File: config.mk
export PLATFORM = sky130hd
export DESIGN_NAME = dec_stage
export DESIGN_NICKNAME = d
export VERILOG_FILES = /design/src/rtl/dec_pkg.sv /design/src/rtl/dec_sat_cnt.sv /design/src/rtl/dec_skid_fifo.sv /design/src/rtl/dec_group_scan.sv /design/src/rtl/dec_stage.sv
export SDC_FILE = /design/constraint.sdc
export NUM_CORES = 2
export LEC_CHECK = 0
export BUFFER_PORTS_ARGS = -buffer_cell sky130_fd_sc_hd__buf_2
export CAP_MARGIN = 25
export CORE_MARGIN = 5
export CORE_UTILIZATION = 60
export CTS_CLUSTER_SIZE = 12
export DETAILED_ROUTE_END_ITERATION = 7
export HOLD_SLACK_MARGIN = 0.12
export PLACE_DENSITY_LB_ADDON = 0.1
export SYNTH_ARGS = -nofsm -noshare
export SYNTH_HDL_FRONTEND = slang
export SYNTH_HIERARCHICAL = 1
export SYNTH_SLANG_ARGS = --single-unit
File: constraint.sdc
create_clock -name clk -period 18.6 [get_ports clk]
set_input_delay 1.86 -clock clk [delete_from_list [all_inputs] [get_ports clk]]
set_output_delay 1.86 -clock clk [all_outputs]
set_load 0.1 [all_outputs]
File: src/rtl/dec_pkg.sv
package dec_pkg;
  // Per-slot flag positions inside a packed slot word.
  localparam int F_VLD   = 0;
  localparam int F_SQ    = 1;
  localparam int F_CTRL  = 2;
  localparam int F_DIR   = 3;
  localparam int F_UNC   = 4;
  localparam int F_PTK   = 5;
  localparam int F_NOSRC = 6;
  localparam int NFLAG   = 7;

  typedef enum logic [2:0] {
    ST_IDLE  = 3'd0,
    ST_RUN   = 3'd1,
    ST_BLOCK = 3'd2,
    ST_UNBLK = 3'd3,
    ST_SQSH  = 3'd4
  } dec_state_e;
endpackage

File: src/rtl/dec_sat_cnt.sv
module dec_sat_cnt #(
  parameter int W  = 16,
  parameter int IW = 3
) (
  input  logic          clk,
  input  logic          rst,
  input  logic [IW-1:0] inc,
  output logic [W-1:0]  val
);
  logic [W:0] sum;
  assign sum = {1'b0, val} + (W+1)'(inc);

  always_ff @(posedge clk) begin
    if (rst)         val <= '0;
    else if (sum[W]) val <= '1;
    else             val <= sum[W-1:0];
  end
endmodule

File: src/rtl/dec_skid_fifo.sv
module dec_skid_fifo #(
  parameter int W     = 64,
  parameter int DEPTH = 4
) (
  input  logic                       clk,
  input  logic                       rst,
  input  logic                       clr,
  input  logic                       push,
  input  logic                       pop,
  input  logic [W-1:0]               din,
  output logic [W-1:0]               dout,
  output logic [$clog2(DEPTH+1)-1:0] count,
  output logic                       ovf
);
  localparam int AW = $clog2(DEPTH);
  localparam int CW = $clog2(DEPTH+1);

  logic [W-1:0]  mem [DEPTH];
  logic [AW-1:0] wr_ptr, rd_ptr;
  logic          full, do_push, do_pop;

  assign full    = (count == CW'(DEPTH));
  assign do_pop  = pop && (count != '0) && !clr;
  assign do_push = push && !clr && (!full || do_pop);
  assign ovf     = push && !clr && full && !do_pop;
  assign dout    = mem[rd_ptr];

  always_ff @(posedge clk) begin
    if (do_push) mem[wr_ptr] <= din;
  end

  always_ff @(posedge clk) begin
    if (rst || clr) begin
      wr_ptr <= '0;
      rd_ptr <= '0;
      count  <= '0;
    end else begin
      if (do_push) wr_ptr <= (wr_ptr == AW'(DEPTH-1)) ? '0 : wr_ptr + AW'(1);
      if (do_pop)  rd_ptr <= (rd_ptr == AW'(DEPTH-1)) ? '0 : rd_ptr + AW'(1);
      count <= count + CW'(do_push) - CW'(do_pop);
    end
  end
endmodule

File: src/rtl/dec_group_scan.sv
module dec_group_scan import dec_pkg::*; #(
  parameter int LANES      = 4,
  parameter int SEQ_W      = 16,
  parameter int PC_W       = 32,
  parameter int INST_BYTES = 4
) (
  input  logic [LANES*(NFLAG+SEQ_W+3*PC_W)-1:0] grp,
  output logic [LANES-1:0]                      fwd,
  output logic [LANES-1:0]                      rdy,
  output logic                                  hit,
  output logic                                  hit_taken,
  output logic [SEQ_W-1:0]                      hit_seq,
  output logic [PC_W-1:0]                       hit_pc,
  output logic [$clog2(LANES+1)-1:0]            n_dec,
  output logic [$clog2(LANES+1)-1:0]            n_sq
);
  localparam int LW     = NFLAG + SEQ_W + 3*PC_W;
  localparam int CW     = $clog2(LANES+1);
  localparam int SEQ_LO = NFLAG;
  localparam int PC_LO  = NFLAG + SEQ_W;
  localparam int NPC_LO = PC_LO + PC_W;
  localparam int TGT_LO = NPC_LO + PC_W;

  logic [LW-1:0]   lane;
  logic [PC_W-1:0] l_pc, l_npc, l_tgt;
  logic            kill, bad_br, bad_ct;

  always_comb begin
    fwd = '0; rdy = '0; hit = 1'b0; hit_taken = 1'b0;
    hit_seq = '0; hit_pc = '0; n_dec = '0; n_sq = '0;
    kill = 1'b0; lane = '0; l_pc = '0; l_npc = '0; l_tgt = '0;
    bad_br = 1'b0; bad_ct = 1'b0;
    for (int i = 0; i < LANES; i++) begin
      lane   = grp[i*LW +: LW];
      l_pc   = lane[PC_LO  +: PC_W];
      l_npc  = lane[NPC_LO +: PC_W];
      l_tgt  = lane[TGT_LO +: PC_W];
      bad_br = lane[F_CTRL] && lane[F_DIR] && lane[F_UNC] && (l_npc != l_tgt);
      bad_ct = lane[F_PTK] && !lane[F_CTRL];
      if (lane[F_VLD] && !kill) begin
        if (lane[F_SQ]) begin
          n_sq = n_sq + CW'(1);
        end else begin
          fwd[i] = 1'b1;
          rdy[i] = lane[F_NOSRC];
          n_dec  = n_dec + CW'(1);
          if (bad_br || bad_ct) begin
            hit       = 1'b1;
            kill      = 1'b1;
            hit_taken = bad_br;
            hit_seq   = lane[SEQ_LO +: SEQ_W];
            hit_pc    = bad_br ? l_tgt : l_pc + PC_W'(INST_BYTES);
          end
        end
      end
    end
  end
endmodule

File: src/rtl/dec_stage.sv
module dec_stage import dec_pkg::*; #(
  parameter int LANES      = 4,
  parameter int SEQ_W      = 16,
  parameter int PC_W       = 32,
  parameter int SKID_DEPTH = 4,
  parameter int CNT_W      = 16,
  parameter int INST_BYTES = 4
) (
  input  logic                   clk,
  input  logic                   rst,
  input  logic [LANES-1:0]       fq_lane_vld,
  input  logic [LANES-1:0]       fq_lane_sq,
  input  logic [LANES-1:0]       fq_is_ctrl,
  input  logic [LANES-1:0]       fq_is_direct,
  input  logic [LANES-1:0]       fq_is_uncond,
  input  logic [LANES-1:0]       fq_pred_taken,
  input  logic [LANES-1:0]       fq_no_src,
  input  logic [LANES*SEQ_W-1:0] fq_seq,
  input  logic [LANES*PC_W-1:0]  fq_pc,
  input  logic [LANES*PC_W-1:0]  fq_pred_npc,
  input  logic [LANES*PC_W-1:0]  fq_target,
  input  logic                   stall_rename,
  input  logic                   stall_exec,
  input  logic                   stall_commit,
  input  logic                   cm_squash,
  input  logic                   cm_rob_squashing,
  output logic [LANES-1:0]       rn_valid,
  output logic [LANES-1:0]       rn_ready,
  output logic [LANES*SEQ_W-1:0] rn_seq,
  output logic                   fe_stall,
  output logic                   fe_redirect,
  output logic                   fe_redirect_taken,
  output logic [SEQ_W-1:0]       fe_redirect_seq,
  output logic [PC_W-1:0]        fe_redirect_pc,
  output logic                   skid_overflow,
  output logic [CNT_W-1:0]       cnt_idle,
  output logic [CNT_W-1:0]       cnt_blocked,
  output logic [CNT_W-1:0]       cnt_unblock,
  output logic [CNT_W-1:0]       cnt_squash,
  output logic [CNT_W-1:0]       cnt_decoded,
  output logic [CNT_W-1:0]       cnt_squashed,
  output logic [CNT_W-1:0]       cnt_mispredict
);
  localparam int LW    = NFLAG + SEQ_W + 3*PC_W;
  localparam int GW    = LANES * LW;
  localparam int SKCW  = $clog2(SKID_DEPTH+1);
  localparam int CIW   = $clog2(LANES+1);
  localparam int NCNT  = 7;

  logic [GW-1:0]          fq_grp, head_grp, src_grp;
  logic [LANES*SEQ_W-1:0] src_seq;
  logic [SKCW-1:0]        sk_count;
  logic                   sk_ovf;

  // Pack each incoming slot into one word: flags, seq, pc, predicted npc, target.
  for (genvar i = 0; i < LANES; i++) begin : g_pack
    assign fq_grp[i*LW +: LW] = {fq_target[i*PC_W +: PC_W], fq_pred_npc[i*PC_W +: PC_W],
                                 fq_pc[i*PC_W +: PC_W], fq_seq[i*SEQ_W +: SEQ_W],
                                 fq_no_src[i], fq_pred_taken[i], fq_is_uncond[i],
                                 fq_is_direct[i], fq_is_ctrl[i], fq_lane_sq[i],
                                 fq_lane_vld[i]};
    assign src_seq[i*SEQ_W +: SEQ_W] = src_grp[i*LW + NFLAG +: SEQ_W];
  end

  dec_state_e st, st_nxt;
  logic any_stall, csq, in_has, proc, push, pop, clr;

  assign any_stall = stall_rename | stall_exec | stall_commit;
  assign csq       = cm_squash | cm_rob_squashing;
  assign in_has    = |fq_lane_vld;
  assign src_grp   = (st == ST_UNBLK) ? head_grp : fq_grp;

  logic [LANES-1:0] fwd, rdy;
  logic             hit, hit_taken;
  logic [SEQ_W-1:0] hit_seq;
  logic [PC_W-1:0]  hit_pc;
  logic [CIW-1:0]   n_dec, n_sq;

  dec_group_scan #(.LANES(LANES), .SEQ_W(SEQ_W), .PC_W(PC_W), .INST_BYTES(INST_BYTES)) u_scan (
    .grp(src_grp), .fwd(fwd), .rdy(rdy), .hit(hit), .hit_taken(hit_taken),
    .hit_seq(hit_seq), .hit_pc(hit_pc), .n_dec(n_dec), .n_sq(n_sq)
  );

  dec_skid_fifo #(.W(GW), .DEPTH(SKID_DEPTH)) u_skid (
    .clk(clk), .rst(rst), .clr(clr), .push(push), .pop(pop),
    .din(fq_grp), .dout(head_grp), .count(sk_count), .ovf(sk_ovf)
  );

  always_comb begin
    st_nxt = st; proc = 1'b0; push = 1'b0; pop = 1'b0; clr = 1'b0;
    if (st != ST_SQSH && csq) begin
      st_nxt = ST_SQSH;
      clr    = 1'b1;
    end else begin
      case (st)
        ST_IDLE, ST_RUN: begin
          if (any_stall) begin
            st_nxt = ST_BLOCK;
            push   = in_has;
          end else if (in_has) begin
            proc   = 1'b1;
            st_nxt = ST_RUN;
          end else begin
            st_nxt = ST_IDLE;
          end
        end
        ST_UNBLK: begin
          if (any_stall) begin
            st_nxt = ST_BLOCK;
            push   = in_has;
          end else begin
            proc   = 1'b1;
            pop    = 1'b1;
            push   = in_has;
            st_nxt = (sk_count > SKCW'(1) || in_has) ? ST_UNBLK : ST_RUN;
          end
        end
        ST_BLOCK: begin
          push = in_has;
          if (!any_stall) st_nxt = (sk_count != '0 || in_has) ? ST_UNBLK : ST_RUN;
        end
        ST_SQSH: if (!csq) st_nxt = ST_RUN;
        default: st_nxt = ST_IDLE;
      endcase
    end
    if (proc && hit) begin
      st_nxt = ST_SQSH;
      clr    = 1'b1;
      push   = 1'b0;
      pop    = 1'b0;
    end
  end

  always_ff @(posedge clk) begin
    if (rst) begin
      st                <= ST_IDLE;
      rn_valid          <= '0;
      rn_ready          <= '0;
      rn_seq            <= '0;
      fe_stall          <= 1'b0;
      fe_redirect       <= 1'b0;
      fe_redirect_taken <= 1'b0;
      fe_redirect_seq   <= '0;
      fe_redirect_pc    <= '0;
      skid_overflow     <= 1'b0;
    end else begin
      st                <= st_nxt;
      rn_valid          <= proc ? fwd : '0;
      rn_ready          <= proc ? rdy : '0;
      rn_seq            <= src_seq;
      fe_stall          <= (st_nxt == ST_BLOCK) || (st_nxt == ST_UNBLK);
      fe_redirect       <= proc && hit;
      fe_redirect_taken <= proc && hit && hit_taken;
      fe_redirect_seq   <= hit_seq;
      fe_redirect_pc    <= hit_pc;
      if (sk_ovf) skid_overflow <= 1'b1;
    end
  end

  // Event counters.
  logic [CIW-1:0]   c_inc [NCNT];
  logic [CNT_W-1:0] c_val [NCNT];
  logic             idle_cyc;

  assign idle_cyc = (st == ST_IDLE || st == ST_RUN) && !csq && !any_stall && !in_has;
  assign c_inc[0] = CIW'(idle_cyc);
  assign c_inc[1] = CIW'(st == ST_BLOCK);
  assign c_inc[2] = CIW'(st == ST_UNBLK);
  assign c_inc[3] = CIW'(st == ST_SQSH);
  assign c_inc[4] = proc ? n_dec : '0;
  assign c_inc[5] = proc ? n_sq : '0;
  assign c_inc[6] = CIW'(proc && hit);

  for (genvar k = 0; k < NCNT; k++) begin : g_cnt
    dec_sat_cnt #(.W(CNT_W), .IW(CIW)) u_cnt (
      .clk(clk), .rst(rst), .inc(c_inc[k]), .val(c_val[k])
    );
  end

  assign cnt_idle       = c_val[0];
  assign cnt_blocked    = c_val[1];
  assign cnt_unblock    = c_val[2];
  assign cnt_squash     = c_val[3];
  assign cnt_decoded    = c_val[4];
  assign cnt_squashed   = c_val[5];
  assign cnt_mispredict = c_val[6];
endmodule

Word level (Yosys, flattened, before mapping)
Memories as Yosys holds them, arrays and structs flattened. A register that Yosys moved wholly into a read port is not among the register bits.
Index checks and enable logic that the tools add are counted.
{"block": "op_classes", "n_addsub": 21, "magnitude_cmp": 1, "eq_ne": 14, "mux": 112, "bitwise": 8, "reduce_logical": 67}
{"op": "$mux 32", "count": 16}
{"op": "$mux 476", "count": 1}
{"op": "$mux 16", "count": 19}
{"op": "$add 32x3->32 const B", "count": 4}
{"op": "$ne 32x32->1", "count": 4}
{"op": "$add 16x1->17", "count": 5}
{"op": "$mux 3", "count": 20}
{"op": "$mux 1", "count": 45}
{"op": "$add 16x3->17", "count": 2}
{"op": "$logic_and 1x1->1", "count": 31}
{"op": "$reduce_or 4->1", "count": 5}
{"op": "$add 3x1->3 const B", "count": 6}
{"op": "$mux 2", "count": 8}
{"op": "$logic_not 1->1", "count": 13}
{"op": "$eq 3x2->1 const B", "count": 4}
{"op": "$pmux 3 s4", "count": 1}
{"op": "$reduce_or 3->1", "count": 4}
{"op": "$logic_or 1x1->1", "count": 10}
{"op": "$eq 3x3->1 const B", "count": 2}
{"op": "$not 1->1", "count": 5}
{"op": "$add 2x1->2 const B", "count": 2}
{"op": "$eq 2x2->1 const B", "count": 2}
{"op": "$pmux 1 s2", "count": 2}
{"op": "$reduce_or 2->1", "count": 2}
{"op": "8 further kinds", "count": 10}
{"block": "totals", "reg_bits": 246, "ramBits": 1904, "input_bits": 483, "elab_cells": 250, "n_memories": 1}
{"name": "u_skid.mem", "depth": 4, "word_bits": 476, "read_ports": 1, "rd_ports_with_merged_regs": 1, "wr": 1, "line": "dec_skid_fifo.sv:18", "source": "logic [W-1:0] mem [DEPTH];"}

Logic depth before layout (Yosys ltp)
{"block": "depth", "depth_word": 26, "ltp_mapped": 32}

Modules after synthesis
The synthesis kept the hierarchy.
{"mod": "dec_skid_fifo", "n_inst": 1, "cells_each": 2537, "area_each_um2": 69220.1}
{"mod": "dec_stage", "n_inst": 1, "cells_each": 1842, "area_each_um2": 9490.4}
{"mod": "dec_group_scan", "n_inst": 1, "cells_each": 935, "area_each_um2": 6234.7}
{"mod": "dec_sat_cnt (g_cnt[3].u_cnt ...)", "n_inst": 4, "cells_each": 86, "area_each_um2": 789.5}
{"mod": "dec_sat_cnt (g_cnt[0].u_cnt ...)", "n_inst": 3, "cells_each": 86, "area_each_um2": 827.0}

Worst setup path before layout
No wires, ideal clock.
{"block": "synth_timing", "kind": "input port to flip-flop", "start": "input port fq_target[103]", "end": "memory u_skid/mem[1][0] (netlist bit), enable pin", "setup_ns": 0.902, "arrival_ns": 15.557, "setup_slack_ns": 2.141, "cell_stages": 17, "path_buffers": 3, "cell_sequence": "nand2_1 -> nand2_1 -> xnor2_1 -> nand4_1 -> nor4_1 -> a21oi_1 -> buf_1 -> o21a_1 -> nand4_1 -> clkbuf_1 -> clkbuf_1 -> nand3_1 -> o21ai_0 -> or3_2 -> o21ai_0 -> nor3b_2 -> and2_1"}
{"block": "synth_between", "elab_chain_len": 15, "elab_cells_between_ends": 19, "classes_between": "eq/ne (1); mux (9); reduce/logical (9)"}
{"item": "start, declared", "line": "dec_stage.sv:21", "source": "input logic [LANES*PC_W-1:0] fq_target,"}
{"item": "$mux 476 (*)", "line": "dec_stage.sv:71", "source": "assign src_grp = (st == ST_UNBLK) ? head_grp : fq_grp;"}
{"item": "net src_grp[451]", "line": "dec_stage.sv:50", "source": "logic [GW-1:0] fq_grp, head_grp, src_grp;"}
{"item": "$ne 32x32->1 (*)", "line": "dec_group_scan.sv:38", "source": "bad_br = lane[F_CTRL] && lane[F_DIR] && lane[F_UNC] && (l_npc != l_tgt);"}
{"item": "$logic_and 1x1->1 (*)", "line": "dec_group_scan.sv:38"}
{"item": "$logic_or 1x1->1 (*)", "line": "dec_group_scan.sv:47", "source": "if (bad_br || bad_ct) begin"}
{"item": "$mux 1 (*)", "line": "dec_group_scan.sv:47"}
{"item": "$mux 1 (*)", "line": "dec_group_scan.sv:41", "source": "if (lane[F_SQ]) begin"}
{"item": "$mux 1 (*)", "line": "dec_group_scan.sv:40", "source": "if (lane[F_VLD] && !kill) begin"}
{"item": "net hit", "line": "dec_stage.sv:74", "source": "logic hit, hit_taken;"}
{"item": "[1 not listed]"}
{"item": "$mux 1 (*)", "line": "dec_stage.sv:126", "source": "if (proc && hit) begin"}
{"item": "net clr", "line": "dec_stage.sv:66", "source": "logic any_stall, csq, in_has, proc, push, pop, clr;"}
{"item": "$logic_not 1->1 (*)", "line": "dec_skid_fifo.sv:23, dec_skid_fifo.sv:24"}
{"item": "$logic_and 1x1->1", "line": "dec_skid_fifo.sv:23", "source": "assign do_pop = pop && (count != '0) && !clr;"}
{"item": "$logic_or 1x1->1", "line": "dec_skid_fifo.sv:24", "source": "assign do_push = push && !clr && (!full || do_pop);"}
{"item": "$logic_and 1x1->1 (*)", "line": "dec_skid_fifo.sv:24"}
{"item": "$mux 1 (*)", "line": "dec_skid_fifo.sv:29", "source": "if (do_push) mem[wr_ptr] <= din;"}
{"item": "$mux 1 (implied by the code) (*)", "line": "dec_skid_fifo.sv:29"}
{"item": "end, declared", "line": "dec_skid_fifo.sv:18"}
Mark *: on every way through the listed nets, which the timed path passes. The rest lies on a longest branch.

Worst setup path after layout
{"block": "layout_timing", "start": "register st[1]", "end": "memory u_skid/mem[2][455] (netlist bit), enable pin"}
{"block": "layout_between", "elab_cells_between_ends": 74, "classes_between": "eq/ne (8); mux (25); reduce/logical (41)"}
{"item": "start, declared", "line": "dec_stage.sv:65", "source": "dec_state_e st, st_nxt;"}
{"item": "start signal, assigned", "line": "dec_stage.sv:147", "source": "st <= st_nxt;"}
{"item": "$eq 3x2->1 (*)", "line": "dec_stage.sv:71"}
{"item": "$mux 476 (*)", "line": "dec_stage.sv:71"}
{"item": "net src_grp[206]", "line": "dec_stage.sv:50"}
{"item": "$ne 32x32->1 (*)", "line": "dec_group_scan.sv:38"}
{"item": "$logic_and 1x1->1 (*)", "line": "dec_group_scan.sv:38"}
{"item": "$logic_or 1x1->1 (*)", "line": "dec_group_scan.sv:47"}
{"item": "$mux 1 (*)", "line": "dec_group_scan.sv:47"}
{"item": "$mux 1 (*)", "line": "dec_group_scan.sv:41"}
{"item": "[7 not listed]"}
{"item": "net hit", "line": "dec_stage.sv:74"}
{"item": "[1 not listed]"}
{"item": "$mux 1 (*)", "line": "dec_stage.sv:126"}
{"item": "net clr", "line": "dec_stage.sv:66"}
{"item": "$logic_not 1->1 (*)", "line": "dec_skid_fifo.sv:23, dec_skid_fifo.sv:24"}
{"item": "$logic_and 1x1->1", "line": "dec_skid_fifo.sv:23"}
{"item": "$logic_or 1x1->1", "line": "dec_skid_fifo.sv:24"}
{"item": "$logic_and 1x1->1 (*)", "line": "dec_skid_fifo.sv:24"}
{"item": "$mux 1 (*)", "line": "dec_skid_fifo.sv:29"}
{"item": "$mux 1 (implied by the code) (*)", "line": "dec_skid_fifo.sv:29"}
Marks and branches as above.

==> qor.yml <==
clock_tree:
  clockRootBuffer: "clkbuf_16"
  htree_levels: 4
  clk_path_buf_depth: 3
  post_cts_resized: 0
  post-cts-setup-buffer-count: 0
  path_clk_slew_ps: 60
  clock_latency_ps: 830
  cts_tree: "built"
  cts_buffers: 213
  cts_hold_buf: 0
  cts_sinks: 2152
job:
  cap_violations: 0
sta:
  drv_slew: 0
  setup_tns_ps: 0
  hold_viol: 0
  finalSetupViolCount: 0
  worst_pin_slew_ps: 1196
  min_period_ps: 10960
  fmax_mhz: 91.20
  max-slew-margin-rel_pct: 20.26
  fin_skew_ps: 32.09
  rsz0062_at_grt: "no"
  min_period_over_period_pct: 58.95
  holdWs_ps: 502.8
global_routing:
  overflow: 0
  grt_pass1_vias: 53460
  grt_first_pass_wirelength_um: 369000
  grt_usage_pct: 32.03
  grt_max_degree: 156
  antenna_found_initial: 110
cells_and_area:
  final_cells: 8879
  drive_above_1_share_pct: 24.02
  final_cell_mix: "edfxtp_1, nand2_1, buf_2, mux4_2, dfxtp_1"
  nets: 7166
  utilization_pct: 68.24
  final_common_cell: "edfxtp_1"
  area_growth_pct: 12.97
worst_setup_path:
  arrival_ps: 11400
  cpPeakStageDelay_ps: 880
  worstPathCellList: "inv_2 -> or3_4 -> inv_16 -> buf_4 -> buf_4 -> nand2_1 -> nand2_1 -> xor2_1 -> nor4_1 -> nand4_1 -> o2111a_1 -> buf_4 -> o21ai_1 -> nand4_1 -> buf_4 -> nand3_1 -> o21ai_0 -> or3_2 -> o21ai_0 -> nor3b_2 -> and2_4 -> buf_12 -> buf_4 -> buf_4"
  critical_path_class: "reg2reg"
  cp.required_ps: 19030
  worstPathMaxFanout: 151
  end_kind: "flop"
  crit_path_start_kind: "flop"
  crit_top_cell: "buf_4"
  slowest_stage: "and2_4"
  r2r_cells: 24
synthesis:
  ys_ff_latch: 2152
  async_flop_share_pct: 0
  synthFlopType: "edfxtp_1"
  syn-cell-area_um2: 90580
  yosys_warnings: 6
  netlist_instances: 5916
  syn_avg_cell_area_um2: 15.31
  ys_seq_area_share_pct: 68.60
  synth_edf_count: 1904
  netlist-cell-type-count: 76
worst_hold_path:
  worstHoldPathType: "reg2reg"
  holdPathStages: 2
place:
  place.gp.congestion: 0.9176
  port_buffers: 718
  dp_cells: 8434
  dp.final_hpwl_um: 173600
status:
  violations: "DRC"
  status: "complete, but fails checks"
floorplanning:
  fp.coreArea_um2: 150000
  start_util_pct: 60.41
  io-pin-count: 719
  die_w_um: 398.6
  die_area_um2: 158800
  std_cell_rows: 142
  die_y_um: 398.6
detailed_routing:
  drt_iter0_drc: 6649
  first_pass_iters: 8
  num_vias: 55400
  drc: 6
  wl_per_cell_um: 29.07
  routed_wl_um: 258100
  vias_per_cell: 6.239
  antenna_left: 0
power_and_ir_drop:
  p_leak_nw: 35.56
  power-per-cell-area_nw_per_um2: 97.57
  peakVddDrop_v: 0.00008765
routing by layer:
layer	wire length, um	global-route usage [%]
met1	98700	44.87
met2	121100	48.98
met3	26260	7.636
met4	11780	13.64
met5	212	0
registers in the layout (all words and copies together) (netlist names), 3 cells and up, named ones only:
| register | cells |
|---|---|
| fe_redirect_pc | 32 |
| fe_redirect_seq | 16 |
| g_cnt.u_cnt/val | 112 |
| rn_ready | 4 |
| rn_seq | 64 |
| rn_valid | 4 |
| st | 3 |
| u_skid/count | 3 |
| u_skid/mem | 1904 |
Yosys cell counts, types with 9 or more instances:
| library cell | count | share of area (%) |
|---|---|---|
| and3_1 | 17 | 0.12 |
| a31oi_1 | 27 | 0.19 |
| nand4_1 | 79 | 0.55 |
| buf_4 | 17 | 0.14 |
| dfxtp_1 | 248 | 5.5 |
| xnor2_1 | 206 | 2.0 |
| ha_1 | 38 | 0.52 |
| or3_1 | 25 | 0.17 |
| mux2_2 | 11 | 0.14 |
| buf_1 | 13 | 0.054 |
| o32a_1 | 9 | 0.099 |
| nor4_1 | 20 | 0.14 |
| nand2_1 | 1528 | 6.3 |
| xor2_1 | 107 | 1.0 |
| o21ai_0 | 27 | 0.15 |
| nor2_1 | 158 | 0.65 |
| clkbuf_1 | 69 | 0.29 |
| mux4_2 | 476 | 12 |
| a211oi_1 | 19 | 0.16 |
| and4_1 | 20 | 0.19 |
| and2_1 | 13 | 0.090 |
| a21oi_1 | 200 | 1.1 |
| o221ai_2 | 10 | 0.17 |
| nor2b_1 | 58 | 0.40 |
| inv_1 | 52 | 0.22 |
| buf_2 | 133 | 0.73 |
| a21oi_2 | 25 | 0.24 |
| and3_2 | 14 | 0.12 |
| a222oi_1 | 16 | 0.18 |
| buf_6 | 66 | 0.82 |
| or4_1 | 18 | 0.15 |
| edfxtp_1 | 1904 | 63 |
| o31ai_1 | 17 | 0.14 |
| mux2i_1 | 47 | 0.52 |
| nand3_1 | 95 | 0.52 |
| nor3_1 | 21 | 0.12 |
kinds of logic (layout without fill, tap and decap cells):
logic type / count (synthesis) / after routing / share of synthesized area (%)
AO/OA/AOI/OAI: 417 / 417 / 3.036
XOR/XNOR: 313 / 313 / 3.026
adder cells (fa/ha/maj): 46 / 46 / 0.7017
buffers and inverters: 356 / 1219 / 2.318
flip-flops: 2152 / 2152 / 68.60
multiplexers: 534 / 534 / 12.49
other: 1 / 85 / 0.004140
AND/OR/NAND/NOR: 2097 / 2097 / 9.825
stage by stage:
| stage | setup slack [ps] | area (um^2) | total power (W) |
|---|---|---|---|
| after floorplan | 2141 | 90640 | 0.005812 |
| after global placement | 7850 | 95610 | 0.006054 |
| after detailed placement | 7824 | 95620 | 0.006064 |
| after CTS | 7793 | 102100 | 0.01003 |
| after global routing | 7222 | 102200 | 0.01028 |
| final | 7635 | 102300 | 0.009985 |
path summary, 6_finish.rpt:
path                                  end  slack, ps                        from
max          u_skid/mem[2][455]$_DFFE_PP_       7640            st[1]$_SDFF_PP0_
min            skid_overflow$_SDFFE_PP0P_        500  skid_overflow$_SDFFE_PP0P_
max reg2reg  u_skid/mem[2][455]$_DFFE_PP_       7640            st[1]$_SDFF_PP0_
min reg2reg    skid_overflow$_SDFFE_PP0P_        500  skid_overflow$_SDFFE_PP0P_
area by class of cell:
type	instances	area, um^2
repair buffers	794	4353
inverters	54	219.0
clock inverters	51	467.9
multi-input cells	3422	26470
flip-flops and latches	2152	62150
diodes	70	175.2
clock buffers	320	5977
well taps	2016	2522
fillers	10450	47620
where the power goes:
group	internal (W)	leakage (nW)	switching (W)	total, W
sequential	0.00531	19.2	0.0000247	0.00533
clock	0.00225	3.12	0.00176	0.00401
combinational	0.000169	13.3	0.000473	0.000642
critical path, delay by kind of cell (launching register included):
| kind | cells | cell delay (ps) |
|---|---|---|
| buffers and inverters | 9 | 5060 |
| DFF | 1 | 430 |
| xor gates and xnor gates | 1 | 330 |
| AOI/OAI and AO/OA | 4 | 970 |
| and+or+nand+nor | 10 | 3080 |
Power figures use the tool's default switching activity.
